$ cat config.mk
export PLATFORM = sky130hd
export DESIGN_NAME = warp_launch_packer
export DESIGN_NICKNAME = d
export VERILOG_FILES = /design/src/rtl/wlp_pkg.sv /design/src/rtl/wlp_sizer.sv /design/src/rtl/wlp_lane_mask.sv /design/src/rtl/wlp_sequencer.sv /design/src/rtl/warp_launch_packer.sv
export SDC_FILE = /design/constraint.sdc
export NUM_CORES = 1
export LEC_CHECK = 0
export BUFFER_PORTS_ARGS = -buffer_cell sky130_fd_sc_hd__buf_4
export CAP_MARGIN = 20
export CORE_ASPECT_RATIO = 0.5
export CORE_MARGIN = 3
export CORE_UTILIZATION = 50
export CTS_BUF_LIST = sky130_fd_sc_hd__clkbuf_4
export DETAILED_ROUTE_END_ITERATION = 16
export GPL_TIMING_DRIVEN = 0
export PLACE_DENSITY = 0.88
export SLEW_MARGIN = 20
export SYNTH_ARGS = -nofsm -noshare
export SYNTH_HDL_FRONTEND = slang
export SYNTH_HIERARCHICAL = 1
export SYNTH_SLANG_ARGS = --single-unit
export TNS_END_PERCENT = 20
$ cat constraint.sdc
create_clock -name clk -period 8.3 [get_ports clk]
set_input_delay 0.83 -clock clk [delete_from_list [all_inputs] [get_ports clk]]
set_output_delay 0.83 -clock clk [all_outputs]
set_load 0.02 [all_outputs]
$ cat src/rtl/wlp_pkg.sv
// Shared types for the warp launch packer.
package wlp_pkg;
    typedef enum logic [0:0] {ST_IDLE, ST_EMIT} wlp_state_e;
endpackage

$ cat src/rtl/wlp_sizer.sv
// Launch sizer: on load, captures the warp count, the tail lane count and the
// idle-lane count for a thread count. Assumes LANES is a power of two.
module wlp_sizer #(
    parameter int LANES = 32,
    parameter int CNT_W = 16,
    localparam int LB   = $clog2(LANES),
    localparam int WW   = CNT_W - LB + 1
) (
    input  logic          clk,
    input  logic          rst_n,
    input  logic          load,
    input  logic [CNT_W-1:0] count,
    output logic [WW-1:0] warps_q,
    output logic [LB-1:0] tail_q,
    output logic [LB-1:0] idle_q
);
    logic [CNT_W:0]  rounded;
    logic [WW-1:0]   warps_c;
    logic [LB-1:0]   tail_c;
    logic [LB-1:0]   idle_c;

    // Round the count up to whole warps and find the leftover lanes.
    always_comb begin
        rounded = {1'b0, count} + (CNT_W+1)'(LANES - 1);
        warps_c = WW'(rounded >> LB);
        tail_c  = count[LB-1:0];
        idle_c  = (tail_c == '0) ? '0 : LB'(LANES - int'(tail_c));
    end

    // Hold the launch totals until the next accepted launch.
    always_ff @(posedge clk) begin
        if (!rst_n) begin
            warps_q <= '0;
            tail_q  <= '0;
            idle_q  <= '0;
        end else if (load) begin
            warps_q <= warps_c;
            tail_q  <= tail_c;
            idle_q  <= idle_c;
        end
    end

    // idle lanes and tail lanes add up to a whole warp when a tail exists
    p_idle_tail_r2: assert property (@(posedge clk) disable iff (!rst_n)
        (tail_q != '0) |-> (int'(idle_q) + int'(tail_q) == LANES));
endmodule

$ cat src/rtl/wlp_lane_mask.sv
// Lane mask generator: sets the lowest `active` lanes. Assumes active <= LANES.
module wlp_lane_mask #(
    parameter int LANES = 32,
    localparam int LB   = $clog2(LANES)
) (
    input  logic [LB:0]      active,
    output logic [LANES-1:0] mask
);
    // One comparator per lane.
    for (genvar i = 0; i < LANES; i++) begin : g_lane
        assign mask[i] = ((LB+1)'(i) < active);
    end

    // active lanes always form a contiguous run from lane 0
    always_comb begin
        p_contig_r5: assert ((mask & (mask + 1'b1)) == '0);
    end
endmodule

$ cat src/rtl/wlp_sequencer.sv
// Descriptor sequencer: steps the warp index under valid/ready and pulses done.
// Assumes is_last is computed from the totals captured at the same start edge.
module wlp_sequencer #(
    parameter int WW = 12
) (
    input  logic          clk,
    input  logic          rst_n,
    input  logic          start,
    input  logic          cnt_zero,
    input  logic          is_last,
    input  logic          ready,
    output logic          valid,
    output logic          busy,
    output logic          done,
    output logic          accept_start,
    output logic [WW-1:0] idx
);
    import wlp_pkg::*;
    wlp_state_e state;

    assign valid        = (state == ST_EMIT);
    assign busy         = valid;
    assign accept_start = start && (state == ST_IDLE);

    // Launch, step and finish control.
    always_ff @(posedge clk) begin
        if (!rst_n) begin
            state <= ST_IDLE;
            idx   <= '0;
            done  <= 1'b0;
        end else begin
            done <= 1'b0;
            case (state)
                ST_IDLE: if (start) begin
                    idx <= '0;
                    if (cnt_zero) done  <= 1'b1;
                    else          state <= ST_EMIT;
                end
                ST_EMIT: if (ready) begin
                    if (is_last) begin
                        state <= ST_IDLE;
                        done  <= 1'b1;
                    end else begin
                        idx <= idx + 1'b1;
                    end
                end
                default: state <= ST_IDLE;
            endcase
        end
    end

    // an accepted non-final descriptor is followed by the next index
    p_step_r3: assert property (@(posedge clk) disable iff (!rst_n)
        (valid && ready && !is_last) |=> (valid && idx == $past(idx) + 1'b1));
    // done never overlaps a pending descriptor
    p_done_quiet_r8: assert property (@(posedge clk) disable iff (!rst_n)
        done |-> !valid);
    // the final acceptance ends the launch with a done pulse
    p_finish_r8: assert property (@(posedge clk) disable iff (!rst_n)
        (valid && ready && is_last) |=> (done && !busy));
endmodule

$ cat src/rtl/warp_launch_packer.sv
// Thread-to-warp launch packer: splits a thread count into 32-lane warp
// descriptors (index, base thread, lane mask), one per accepted handshake.
// Assumes start is only honoured while idle; totals hold until the next launch.
module warp_launch_packer #(
    parameter int LANES = 32,
    parameter int CNT_W = 16,
    localparam int LB   = $clog2(LANES),
    localparam int WW   = CNT_W - LB + 1
) (
    input  logic             clk,
    input  logic             rst_n,
    input  logic             start,
    input  logic [CNT_W-1:0] thread_count,
    output logic             busy,
    output logic             done,
    output logic             desc_valid,
    input  logic             desc_ready,
    output logic [WW-1:0]    warp_idx,
    output logic [CNT_W-1:0] base_tid,
    output logic [LANES-1:0] lane_mask,
    output logic [WW-1:0]    warp_total,
    output logic [LB-1:0]    idle_lanes
);
    logic          load;
    logic [LB-1:0] tail;
    logic          is_last;
    logic [LB:0]   active;

    wlp_sizer #(.LANES(LANES), .CNT_W(CNT_W)) u_sizer (
        .clk(clk), .rst_n(rst_n), .load(load), .count(thread_count),
        .warps_q(warp_total), .tail_q(tail), .idle_q(idle_lanes)
    );

    wlp_sequencer #(.WW(WW)) u_seq (
        .clk(clk), .rst_n(rst_n), .start(start),
        .cnt_zero(thread_count == '0), .is_last(is_last), .ready(desc_ready),
        .valid(desc_valid), .busy(busy), .done(done),
        .accept_start(load), .idx(warp_idx)
    );

    // Select the full-warp or ragged-tail lane count for the current warp.
    always_comb begin
        is_last = (warp_idx == warp_total - 1'b1);
        active  = (is_last && tail != '0) ? {1'b0, tail} : (LB+1)'(LANES);
    end

    wlp_lane_mask #(.LANES(LANES)) u_mask (.active(active), .mask(lane_mask));

    // Base thread of a warp is its index scaled by the warp width.
    assign base_tid = CNT_W'({warp_idx, {LB{1'b0}}});

    // a stalled descriptor holds all its fields
    p_hold_r7: assert property (@(posedge clk) disable iff (!rst_n)
        (desc_valid && !desc_ready) |=> (desc_valid && $stable(warp_idx)
            && $stable(base_tid) && $stable(lane_mask)));
    // the last mask plus the idle lanes fill exactly one warp
    p_tail_fill_r5: assert property (@(posedge clk) disable iff (!rst_n)
        (desc_valid && is_last) |-> ($countones(lane_mask) + int'(idle_lanes) == LANES));
    // non-final warps are fully populated
    p_full_r4: assert property (@(posedge clk) disable iff (!rst_n)
        (desc_valid && !is_last) |-> (lane_mask == '1));
    // a start during a launch leaves the totals untouched
    p_ignore_r9: assert property (@(posedge clk) disable iff (!rst_n)
        (busy && start) |=> $stable(warp_total));
endmodule

### Yosys cells after proc, flatten, opt, wreduce, memory -nomap -nowiden

Index checks and enable logic that the tools add are counted.

* bits in registers: 36
* input bits: 20
* output and inout port bits: 80
* logic and storage cells: 69

* $add $sub $neg: 4
* $lt $le $gt $ge: 32
* equal/unequal tests: 4
* muxes and demuxes: 16
* bitwise gates (word level): 1
* reductions and logical operators: 6

Operators with widths (number)
* $lt A5 B6 Y1 const A: 16
* $lt A4 B6 Y1 const A: 8
* $mux W12: 3
* $lt A3 B6 Y1 const A: 4
* $pmux W12 S2: 1
* $add A16 B5 Y17 const B: 1
* $logic_not A16 Y1: 1
* $add A12 B1 Y12 const B: 1
* $eq A12 B12 Y1: 1
* $lt A1 B6 Y1 const A: 2
* $lt A2 B6 Y1 const A: 2
* $sub A12 B1 Y12 const B: 1
* $mux W1: 8
* $mux W6: 1
* $ne A2 B2 Y1 const B: 3
* $logic_not A5 Y1: 1
* $mux W5: 1
* $reduce_bool A5 Y1: 1
* $sub A1 B5 Y5 const A: 1
* $pmux W1 S2: 2
* $reduce_and A3 Y1: 1
* $logic_and A1 B1 Y1: 2
* $not A1 Y1: 1

### Logic depth before layout (Yosys ltp)

Gate-level depths: netlist of run 1.

* depth in word-level cells: 5
* gate-level depth with buffers: 12
* mapped depth without buffers: 11

### By module

Netlist of run 1, hierarchy kept.

Modules (own cells, without submodules)
* wlp_sizer: instances 1, cells an instance 125, area an instance 1114.8 sq um, seq. area each 440.4 sq um
* wlp_sequencer: instances 1, cells an instance 70, area an instance 668.1 sq um, seq. area each 280.3 sq um
* warp_launch_packer: instances 1, cells an instance 89, area an instance 644.4 sq um, seq. area each 0.0 sq um
* wlp_lane_mask: instances 1, cells an instance 64, area an instance 379.1 sq um, seq. area each 0.0 sq um

### Worst setup path after synthesis of run 1

No wires, ideal clock.

* path type: register to output
* from: register u_sizer.warps_q[0]
* to: output lane_mask[24]
* data arrival time: 2.843 ns
* data required time: 7.470 ns
* path slack: 4.627 ns
* cell stages (with the launch flop): 11
* buffers on the path: 1
* path through: dfxtp_1 inv_1 ha_1 nor2_1 nor2_1 a221oi_1 o221ai_2 nor4_1 buf_6 nand2_1 o21bai_1

* cells in the longest elaborated chain, start to end: 5

RTL lines
* start, declared: RTL line wlp_sizer.sv:13 `output logic [WW-1:0] warps_q,`
* start signal, assigned: RTL line wlp_sizer.sv:37 `warps_q <= warps_c;`
* $sub A12 B1 Y12: RTL line warp_launch_packer.sv:43 `is_last = (warp_idx == warp_total - 1'b1);`
* $eq A12 B12 Y1: RTL line warp_launch_packer.sv:43
* $logic_and A1 B1 Y1: RTL line warp_launch_packer.sv:44 `active = (is_last && tail != '0) ? {1'b0, tail} : (LB+1)'(LANES);`
* $mux W6: RTL line warp_launch_packer.sv:44
* named net active[3]: RTL line warp_launch_packer.sv:27 `logic [LB:0] active;`
* $lt A5 B6 Y1: RTL line wlp_lane_mask.sv:11 `assign mask[i] = ((LB+1)'(i) < active);`
* end, declared: RTL line warp_launch_packer.sv:20 `output logic [LANES-1:0] lane_mask,`

The timed path passes the listed nets, and every way through them passes these cells.

### Worst setup path after layout of run 1

* from: register u_sizer.warps_q[0]
* to: output lane_mask[25]

The elaborated chain is that of the path after synthesis.

==> impl_metrics.json, run 1 <==
{
  "setup_violations": 0,
  "synth_edf_count": 0,
  "grt.total_usage_pct": 22.95,
  "ir_drop_uv": 68.45,
  "finalWeightedCongestion": 0.8808,
  "drt_iter0_drc": 152,
  "slew_violations": 0,
  "cts_tree": "yes",
  "core_sq_um": 5157,
  "cp_data_required_time_ns": 7.47,
  "area_growth_pct": 30.81,
  "yosys_warnings": 6,
  "synth_seq_area_share_pct": 25.68,
  "rsz0062_at_grt": "false",
  "synth_compound_area_share_pct": 19.88,
  "io_buffers": 94,
  "grt_pass1_vias": 2587,
  "hold_depth": 2,
  "start_util_pct": 54.42,
  "vias": 2865,
  "fmax_ghz": 0.2337,
  "power_uw": 401.7,
  "cp_cell_sequence": "inv_1 -> ha_1 -> nor3b_1 -> nand2_1 -> a2111oi_4 -> nor3_2 -> nor4_1 -> buf_6 -> nand2_1 -> o21bai_1 -> buf_4",
  "grt_pass1_wl_um": 12500,
  "crit_path_top_delay_cell": "nor4_1",
  "root_buffer": "clkbuf_4",
  "dp_hpwl_um": 5917,
  "dieArea_sq_um": 6602,
  "postRouteAntennaNets": 0,
  "synth_adder_area_share_pct": 2.229,
  "drcViolationCount": 0,
  "synth_top_flop_cell": "dfxtp_1",
  "ys_ff_latch": 36,
  "post-cts-setup-buffers": 0,
  "wirelength_um": 7576,
  "netlist_area_sq_um": 2806,
  "ctsResizeCount": 0,
  "cp_common_cell": "nand2_1",
  "grt.overflow.total": 0,
  "period_minus_slack_ns": 4.278,
  "synthCells": 348,
  "die_y_um": 58.98,
  "clkLatencyLatePin_ns": 0.35,
  "antenna_cells": 0,
  "cpPeakStageDelay_ns": 0.83,
  "layout-drive-gt1-share_pct": 33.70,
  "leakage_uw": 0.001466,
  "dieWidth_um": 112.0,
  "worstRegToRegCells": 12,
  "finalHoldViolCount": 0,
  "arrival_ns": 3.45,
  "period_share_pct": 51.54,
  "wl_per_cell_um": 14.46,
  "powerDensity_nw_per_um2": 109.4,
  "clkSinkCount": 36,
  "slew_headroom_pct": 33.59,
  "first_pass_iters": 5,
  "grt_max_degree": 12,
  "antenna_found_initial": 0,
  "synth-simple-area-share_pct": 29.38,
  "r2r_slack_ns": 4.96,
  "synth_xor_area_share_pct": 10.21,
  "htree_levels": 2,
  "syn-mean-instance-area_sq_um": 8.064,
  "io_pins": 100,
  "clk_pin_slew_worst_paths_ns": 0.11,
  "vias_per_cell": 5.468,
  "critical_path_class": "flop to primary output",
  "critPathLaunchType": "flop",
  "finClkSkew_ns": 0.01596,
  "r2r_end": "u_seq/idx[10]$_SDFFE_PN0P_",
  "critPathCapture": "lane_mask[25]",
  "critical_path.startpoint": "u_sizer/warps_q[0]$_SDFFE_PN0P_",
  "fin_nets": 478,
  "cp_max_fo": 10,
  "r2r-start": "u_sizer/warps_q[0]$_SDFFE_PN0P_",
  "status": "finished, final reports clean",
  "drv_cap": 0,
  "tightestPinTransition_ns": 0.9870,
  "synth_cell_types": 61,
  "numCtsBuffers": 5,
  "async_reset_ff_share_pct": 0,
  "ctsLongestPathBuffers": 2,
  "crit_path_end_kind": "primary output",
  "postCtsHoldBufs": 0,
  "synth.area.mux_share_pct": 2.140,
  "hold_path_class": "flop to flop",
  "rows": 18,
  "fin_setup_tns_ns": 0,
  "synth_top_family_by_area": "simple AND/OR/NAND/NOR gates"
}
==> per-layer routing <==
metal | up-vias | wire (um) | track usage, %
met1 | 1323 | 3558 | 32.06
met3 | 4 | 510 | 3.568
met2 | 104 | 3461 | 38.67
met4 | 0 | 46 | 4.281
met5 | - | 0 | 0
li1 | 1434 | - | -
==> flip-flops by register name, indices dropped and copies added, names as in the netlist <==
| register | flops |
|---|---|
| u_seq/busy | 1 |
| u_seq/done | 1 |
| u_seq/idx | 12 |
| u_sizer/idle_q | 5 |
| u_sizer/tail_q | 5 |
| u_sizer/warps_q | 12 |
==> Yosys cell counts, drive strengths merged, types with 2 or more instances <==
master / number / area share, %
xnor2: 15 / 4.7
ha: 5 / 2.2
dfxtp: 36 / 26
nand3b: 5 / 1.5
nand2: 31 / 4.1
o2111ai: 4 / 1.7
nor3: 9 / 2.1
clkbuf: 6 / 0.80
o21ai: 27 / 5.2
and3: 3 / 0.71
o21bai: 10 / 2.7
nor4b: 3 / 1.2
nor3b: 3 / 0.80
a211oi: 2 / 0.53
or4: 5 / 1.3
buf: 28 / 7.5
nor4: 13 / 3.6
nand4: 4 / 1.1
nand2b: 9 / 2.3
nor2b: 6 / 1.3
nor2: 25 / 3.6
inv: 15 / 2.0
nand3: 8 / 1.4
o31ai: 2 / 0.53
or3: 3 / 0.71
and4: 7 / 2.3
and2: 3 / 0.67
xor2: 15 / 4.7
a21oi: 22 / 3.9
mux2i: 6 / 2.1
o211ai: 5 / 1.7
==> worst min-delay path by stage <==
stage,slack (ns),endpoint,from
after floorplan,0.46,u_sizer/tail_q[0]$_SDFFE_PN0P_,u_sizer/tail_q[0]$_SDFFE_PN0P_
after global placement,0.46,u_sizer/idle_q[3]$_SDFFE_PN0P_,u_sizer/idle_q[3]$_SDFFE_PN0P_
after detailed placement,0.46,u_sizer/idle_q[1]$_SDFFE_PN0P_,u_sizer/idle_q[1]$_SDFFE_PN0P_
after CTS,0.48,u_sizer/idle_q[3]$_SDFFE_PN0P_,u_sizer/idle_q[3]$_SDFFE_PN0P_
after global routing,0.51,u_sizer/idle_q[1]$_SDFFE_PN0P_,u_sizer/idle_q[1]$_SDFFE_PN0P_
final,0.48,u_sizer/idle_q[1]$_SDFFE_PN0P_,u_sizer/idle_q[1]$_SDFFE_PN0P_
==> where the power goes <==
group          total, uW  switching (uW)  internal, uW
logic                111            63.1          47.6
registers            194            13.1           181
clock network       96.6            61.0          35.5
total                402             137           264
==> kinds of logic (layout without fill, tap and decap cells) <==
logic type / after synthesis / after routing
multiplexers: 6 / 6
flip-flops: 36 / 36
buffers and inverters: 49 / 151
XOR/XNOR: 31 / 31
adder cells (fa/ha/maj): 5 / 5
other: 1 / 5
AND/OR/NAND/NOR: 139 / 139
AO/OA/AOI/OAI: 81 / 81
==> metrics by stage <==
| stage | util [%] | setup slack (ns) | cells | instance area [sq um] | hold slack [ns] |
|---|---|---|---|---|---|
| 6_report | 71.18 | 4.022 | 524 | 3671 | 0.4805 |
| 4_1_cts | 71.18 | 4.038 | 524 | 3671 | 0.4849 |
| 2_1_floorplan | - | 4.627 | 352 | 2821 | 0.4602 |
| 3_5_place_dp | 70.09 | 4.414 | 516 | 3615 | 0.4615 |
| 5_1_grt | 71.18 | 3.704 | 524 | 3671 | 0.5064 |
| 3_3_place_gp | 70.09 | 4.527 | 516 | 3615 | 0.4583 |
==> cells in the final DEF, fill, tap and decap left out, types with 12 or more instances in the layout <==
cell type  Yosys  routed
xor2_1        15      15
xnor2_1       15      15
o21ai_0       18      18
dfxtp_1       36      36
nor2_1        24      24
inv_1         12      12
nand2_1       31      31
a21oi_1       22      22
buf_4         21     115
==> critical path: cells and delay by family (launching register included) <==
family / cells / cell delay, ns
adders and majority gates: 1 / 0.23
buffers and inverters: 3 / 0.47
AOI/OAI and AO/OA: 2 / 0.53
and+or+nand+nor: 5 / 1.51
DFF: 1 / 0.37
==> area by class of cell <==
cell class	instances	area, sq um
Timing Repair Buffer	94	705.7
Sequential cell	36	720.7
Clock inverter	2	11.26
Buffer	34	234.0
Multi-Input combinational cell	267	1810
Inverter	15	56.30
Fill cell	437	1486
Clock buffer	6	45.04
Tap cell	70	87.58
(Power assumes the default switching activity.)
==> run 2: changes to the inputs <==
Clock period 8.3 ns to 4 ns, I/O delays scaled along.
==> run 2 against run 1 <==
Against the previous run:
- flip-flop and latch count is the same
- hold slack lost 0.15 ns
- die area is the same
- sequential share of layout area shrank 0.067 points
- sequential power grew 110%
- non-clock buffer count is the same
- global-route usage is the same
- highest routed layer unchanged
==> impl_metrics.json, run 2 (same netlist as run 1, synthesis figures left out) <==
{
  "rows": 18,
  "crit_path_end_kind": "primary output",
  "dieArea_sq_um": 6602,
  "fin_ws_ns": 0.3221,
  "first_pass_iters": 5,
  "period_minus_slack_ns": 3.678,
  "area_growth_pct": 31.25,
  "tightestPinTransition_ns": 0.7780,
  "dieWidth_um": 112.0,
  "powerDensity_nw_per_um2": 226.6,
  "utilization_pct": 71.42,
  "critPathLaunchType": "flop",
  "die_y_um": 58.98,
  "arrival_ns": 3.28,
  "clkSinkCount": 36,
  "wl_per_cell_um": 14.45,
  "drt_iter0_drc": 161,
  "grt.overflow.total": 0,
  "postLayoutCellArea_sq_um": 3684,
  "cp_data_required_time_ns": 3.60,
  "fin_nets": 478,
  "leakage_uw": 0.001467,
  "start_util_pct": 54.42,
  "cts_tree": "yes",
  "clk_pin_slew_worst_paths_ns": 0.12,
  "grt_max_degree": 12,
  "power_uw": 834.6,
  "finalWeightedCongestion": 0.8808,
  "drv_cap": 0,
  "vias_per_cell": 5.506,
  "hold_path_class": "primary input to flop",
  "drcViolationCount": 0,
  "htree_levels": 2,
  "grt_pass1_wl_um": 12500,
  "final_cell_mix": "buf_4 (115), dfxtp_1 (36), nand2_1 (31)",
  "numCtsBuffers": 5,
  "period_share_pct": 91.95,
  "finClkSkew_ns": 0.01706,
  "postRouteAntennaNets": 0,
  "layout-drive-gt1-share_pct": 34.14,
  "slew_headroom_pct": 47.40,
  "ctsLongestPathBuffers": 2,
  "grt.total_usage_pct": 22.95,
  "status": "finished, final reports clean",
  "fin_setup_tns_ns": 0,
  "vias": 2885,
  "core_sq_um": 5157,
  "io_buffers": 94,
  "final_common_cell": "buf_4",
  "cp_max_fo": 8,
  "slew_violations": 0,
  "placed_area_sq_um": 3615,
  "reg_top3": "u_seq/idx x12, u_sizer/warps_q x12",
  "critical_path_class": "flop to primary output",
  "rsz0062_at_grt": "false",
  "grt_pass1_vias": 2587,
  "place_ws_ns": 0.5437,
  "antenna_cells": 0,
  "setup_violations": 0,
  "antenna_found_initial": 0,
  "fmax_ghz": 0.2719,
  "clkLatencyLatePin_ns": 0.34,
  "wirelength_um": 7570,
  "ir_drop_uv": 141.8,
  "finalHoldViolCount": 0,
  "dp_hpwl_um": 5917,
  "io_pins": 100,
  "root_buffer": "clkbuf_4"
}
## run 2: power breakdown
group          switching [uW]  leakage [uW]  internal, uW
clock                     126     0.0000293          73.7
sequential               26.8      0.000295           376
combinational             133       0.00114          98.9
total                     286       0.00147           549
## run 2: area by class of cell
cell class                      count  area, sq um
Clock buffer                        6        45.04
Buffer                             34        234.0
Tap cell                           70        87.58
Inverter                           15        56.30
Clock inverter                      2        11.26
Fill cell                         435         1474
Sequential cell                    36        720.7
Timing Repair Buffer               94        705.7
Multi-Input combinational cell    267         1823
## run 2: final timing paths
check                                        from                             end  slack [ns]  depth (start not counted)
setup / recovery  u_sizer/warps_q[0]$_SDFFE_PN0P_                    lane_mask[0]        0.32                         10
setup reg to reg  u_sizer/warps_q[0]$_SDFFE_PN0P_      u_seq/idx[10]$_SDFFE_PN0P_        0.64                         12
hold reg to reg    u_sizer/idle_q[1]$_SDFFE_PN0P_  u_sizer/idle_q[1]$_SDFFE_PN0P_        0.48                          2
hold / removal                              rst_n       u_seq/idx[1]$_SDFFE_PN0P_        0.33                          2
## run 2: metal layers
| metal | global-route usage (%) | wire, um |
|---|---|---|
| met5 | 0 | 0 |
| met4 | 4.281 | 52 |
| met3 | 3.568 | 606 |
| met2 | 38.67 | 3512 |
| met1 | 32.06 | 3398 |
## run 2: through the flow
stage          instances  hold slack (ns)
2_1_floorplan        352           0.4602
3_3_place_gp         516           0.4583
3_5_place_dp         516           0.4615
4_1_cts              524           0.3140
5_1_grt              524           0.3354
6_report             524           0.3264
## run 2: repair_timing
action	CTS	global route
endpoints found under the setup margin	0	21
endpoints found under the hold margin	0	0
resized for setup	0	2
hold buffers	0	0
setup buffers	0	0
## run 2: critical path, cell delays in order (launching register included)
cell and delay, ns:
dfxtp_1 0.37, inv_1 0.07, ha_1 0.23, nor3b_1 0.27
nand2_1 0.18, a2111oi_4 0.37, nor3_2 0.15, or4_1 0.68
nor4_2 0.36, nand2_1 0.09, buf_4 0.17
==> run 3: changes to the inputs <==
Settings changed: CORE_UTILIZATION 50 to 31, PLACE_DENSITY 0.88 to 0.62, SYNTH_HIERARCHICAL 1 to not set.
==> run 3 against run 2 <==
Against the previous run:
- critical endpoint is now lane_mask[13]
- wire length is 13% higher
- die area is 56% higher
- final area is 1.6% higher
==> impl_metrics.json, run 3 <==
{
  "die_y_um": 73.27,
  "grt_pass1_vias": 2836,
  "synthCells": 377,
  "numCtsBuffers": 5,
  "synth.largest_area_cell": "dfxtp_1",
  "setup_violations": 0,
  "wl_per_cell_um": 14.40,
  "drt_iter0_drc": 156,
  "synth_edf_count": 0,
  "netlist_area_sq_um": 2805,
  "crit_path_end_kind": "primary output",
  "clkSinkCount": 36,
  "drcViolationCount": 0,
  "drv_cap": 0,
  "ir_drop_uv": 103.5,
  "area_growth_pct": 33.36,
  "clkLatencyLatePin_ns": 0.34,
  "synth_top_flop_cell": "dfxtp_1",
  "dp.cells": 586,
  "dieWidth_um": 140.5,
  "first_pass_iters": 5,
  "grt_use_met3_pct": 4.421,
  "grt.overflow.total": 0,
  "leakage_uw": 0.001585,
  "dp_hpwl_um": 6577,
  "fin_cells": 594,
  "finClkSkew_ns": 0.01285,
  "status": "finished, final reports clean",
  "arrival_ns": 3.30,
  "final_common_cell": "buf_4",
  "r2r-start": "u_sizer.warps_q[0]$_SDFFE_PN0P_",
  "grt_most_used_layer": "met2",
  "critical_path.startpoint": "u_sizer.warps_q[0]$_SDFFE_PN0P_",
  "grt_pass1_wl_um": 13780,
  "period_minus_slack_ns": 3.697,
  "dieArea_sq_um": 10300,
  "yosys_warnings": 0,
  "fin_ws_ns": 0.3030,
  "tightestPinTransition_ns": 0.7365,
  "ys_ff_latch": 36,
  "async_reset_ff_share_pct": 0,
  "period_share_pct": 92.42,
  "cp_max_fo": 10,
  "critPathLaunchType": "flop",
  "whs_ns": 0.3138,
  "post-cts-setup-buffers": 0,
  "synth_cell_types": 61,
  "fmax_ghz": 0.2705,
  "vias": 3013,
  "fin_nets": 505,
  "place_ws_ns": 0.6330,
  "start_util_pct": 33.50,
  "grt_max_degree": 13,
  "ctsLongestPathBuffers": 2,
  "synth_seq_area_share_pct": 25.69,
  "rsz0062_at_grt": "false",
  "layout-drive-gt1-share_pct": 28.63,
  "grt.total_usage_pct": 16.24,
  "antenna_found_initial": 0,
  "htree_levels": 2,
  "hp-start": "thread_count[0]",
  "finalWeightedCongestion": 0.8722,
  "wirelength_um": 8554,
  "synth_top_area_share_pct": 25.69,
  "synth.area.top_cells": "dfxtp_1 (26%), nand2_1 (6.8%), nor2_1 (5.2%), buf_4 (5.1%), xnor2_1 (4.7%)",
  "finalHoldViolCount": 0,
  "clk_pin_slew_worst_paths_ns": 0.12,
  "synth_common_cells": "nand2_1 (51), nor2_1 (39), dfxtp_1 (36)",
  "postRouteAntennaNets": 0,
  "fin_setup_tns_ns": 0,
  "slew_violations": 0,
  "cp_data_required_time_ns": 3.60,
  "reg_top3": "u_seq.idx x12, u_sizer.warps_q x12",
  "rows": 23,
  "io_pins": 100,
  "postCtsHoldBufs": 0,
  "io_buffers": 93,
  "postLayoutCellArea_sq_um": 3741,
  "fillers": 864,
  "slew_headroom_pct": 50.52,
  "antenna_cells": 0,
  "root_buffer": "clkbuf_4",
  "hold_path_class": "primary input to flop",
  "placed_area_sq_um": 3659,
  "syn-mean-instance-area_sq_um": 7.441,
  "critical_path_class": "flop to primary output",
  "core_sq_um": 8374,
  "powerDensity_nw_per_um2": 251.2,
  "grtUsageMet1_pct": 20.94,
  "vias_per_cell": 5.072,
  "cts_tree": "yes",
  "grtUsageMet2_pct": 27.65,
  "final_cell_mix": "buf_4 (112), nand2_1 (51), nor2_1 (39)",
  "synth_most_common_cell": "nand2_1"
}
run 3: changes by cell type after synthesis, moves of 6 or more:
cell,previous run,this run
or3_1,2,13
o21bai_1,10,1
nand2_1,31,51
clkbuf_1,6,16
a211oi_1,2,9
nand4_1,3,9
nand2b_1,8,2
nor2_1,24,39
run 3: repair_timing:
action / CTS / global route
setup endpoints to repair: 0 / 3
endpoints found under the hold margin: 0 / 0
gates resized for setup: 0 / 1
run 3: path summary, 6_finish.rpt:
check                                         to  slack, ns  depth (start not counted)
hold / removal    u_sizer.tail_q[0]$_SDFFE_PN0P_       0.31                          3
setup / recovery                   lane_mask[13]       0.30                         11
setup reg to reg       u_seq.idx[6]$_SDFFE_PN0P_       1.16                         11
hold reg to reg   u_sizer.idle_q[0]$_SDFFE_PN0P_       0.46                          2
run 3: worst max-delay path, cell delays in order (launching register included):
cell,delay (ns)
dfxtp_1,0.40
inv_1,0.09
ha_2,0.26
or4b_4,0.48
buf_6,0.15
a211oi_2,0.19
o221ai_1,0.19
a22oi_4,0.26
nand4_4,0.26
nor2_2,0.35
o211ai_1,0.15
buf_4,0.18
run 3: area by class of cell:
type | count | area, sq um | share of cell area, %
Multi-Input combinational cell | 293 | 1819 | 48.63
Sequential cell | 36 | 720.7 | 19.26
Timing Repair Buffer | 93 | 698.2 | 18.66
Buffer | 41 | 241.5 | 6.455
Tap cell | 112 | 140.1 | 3.746
Clock inverter | 3 | 42.54 | 1.137
Inverter | 11 | 41.29 | 1.104
Clock buffer | 5 | 37.54 | 1.003
run 3: cells by family (layout without fill, tap and decap cells):
group,after synthesis,in the layout,synth area share [%]
AOI/OAI and AO/OA,78,78,18.78
xor gates and xnor gates,26,26,8.118
adders and majority gates,4,4,1.784
buffers and inverters,52,153,10.08
DFF,36,36,25.69
muxes,7,7,2.498
other,2,6,0.2677
and+or+nand+nor,172,172,32.78
run 3: metal layers:
metal	wire length, um	part of all wire [%]
met2	4007	47
met5	0	0
met3	579	6.8
met4	78	0.91
met1	3889	45
run 3: metrics by stage:
stage | total power, uW | util [%]
after CTS | 949.4 | 44.64
after detailed placement | 683.1 | 43.69
after floorplan | 596.8 | -
after global placement | 680.8 | 43.69
final | 939.8 | 44.67
after global routing | 1000 | 44.67
run 3: where the power goes:
part	switching [uW]	internal, uW	leakage (uW)
Combinational	166	115	0.00125
Sequential	20.9	375	0.000294
Clock	133	130	0.0000412
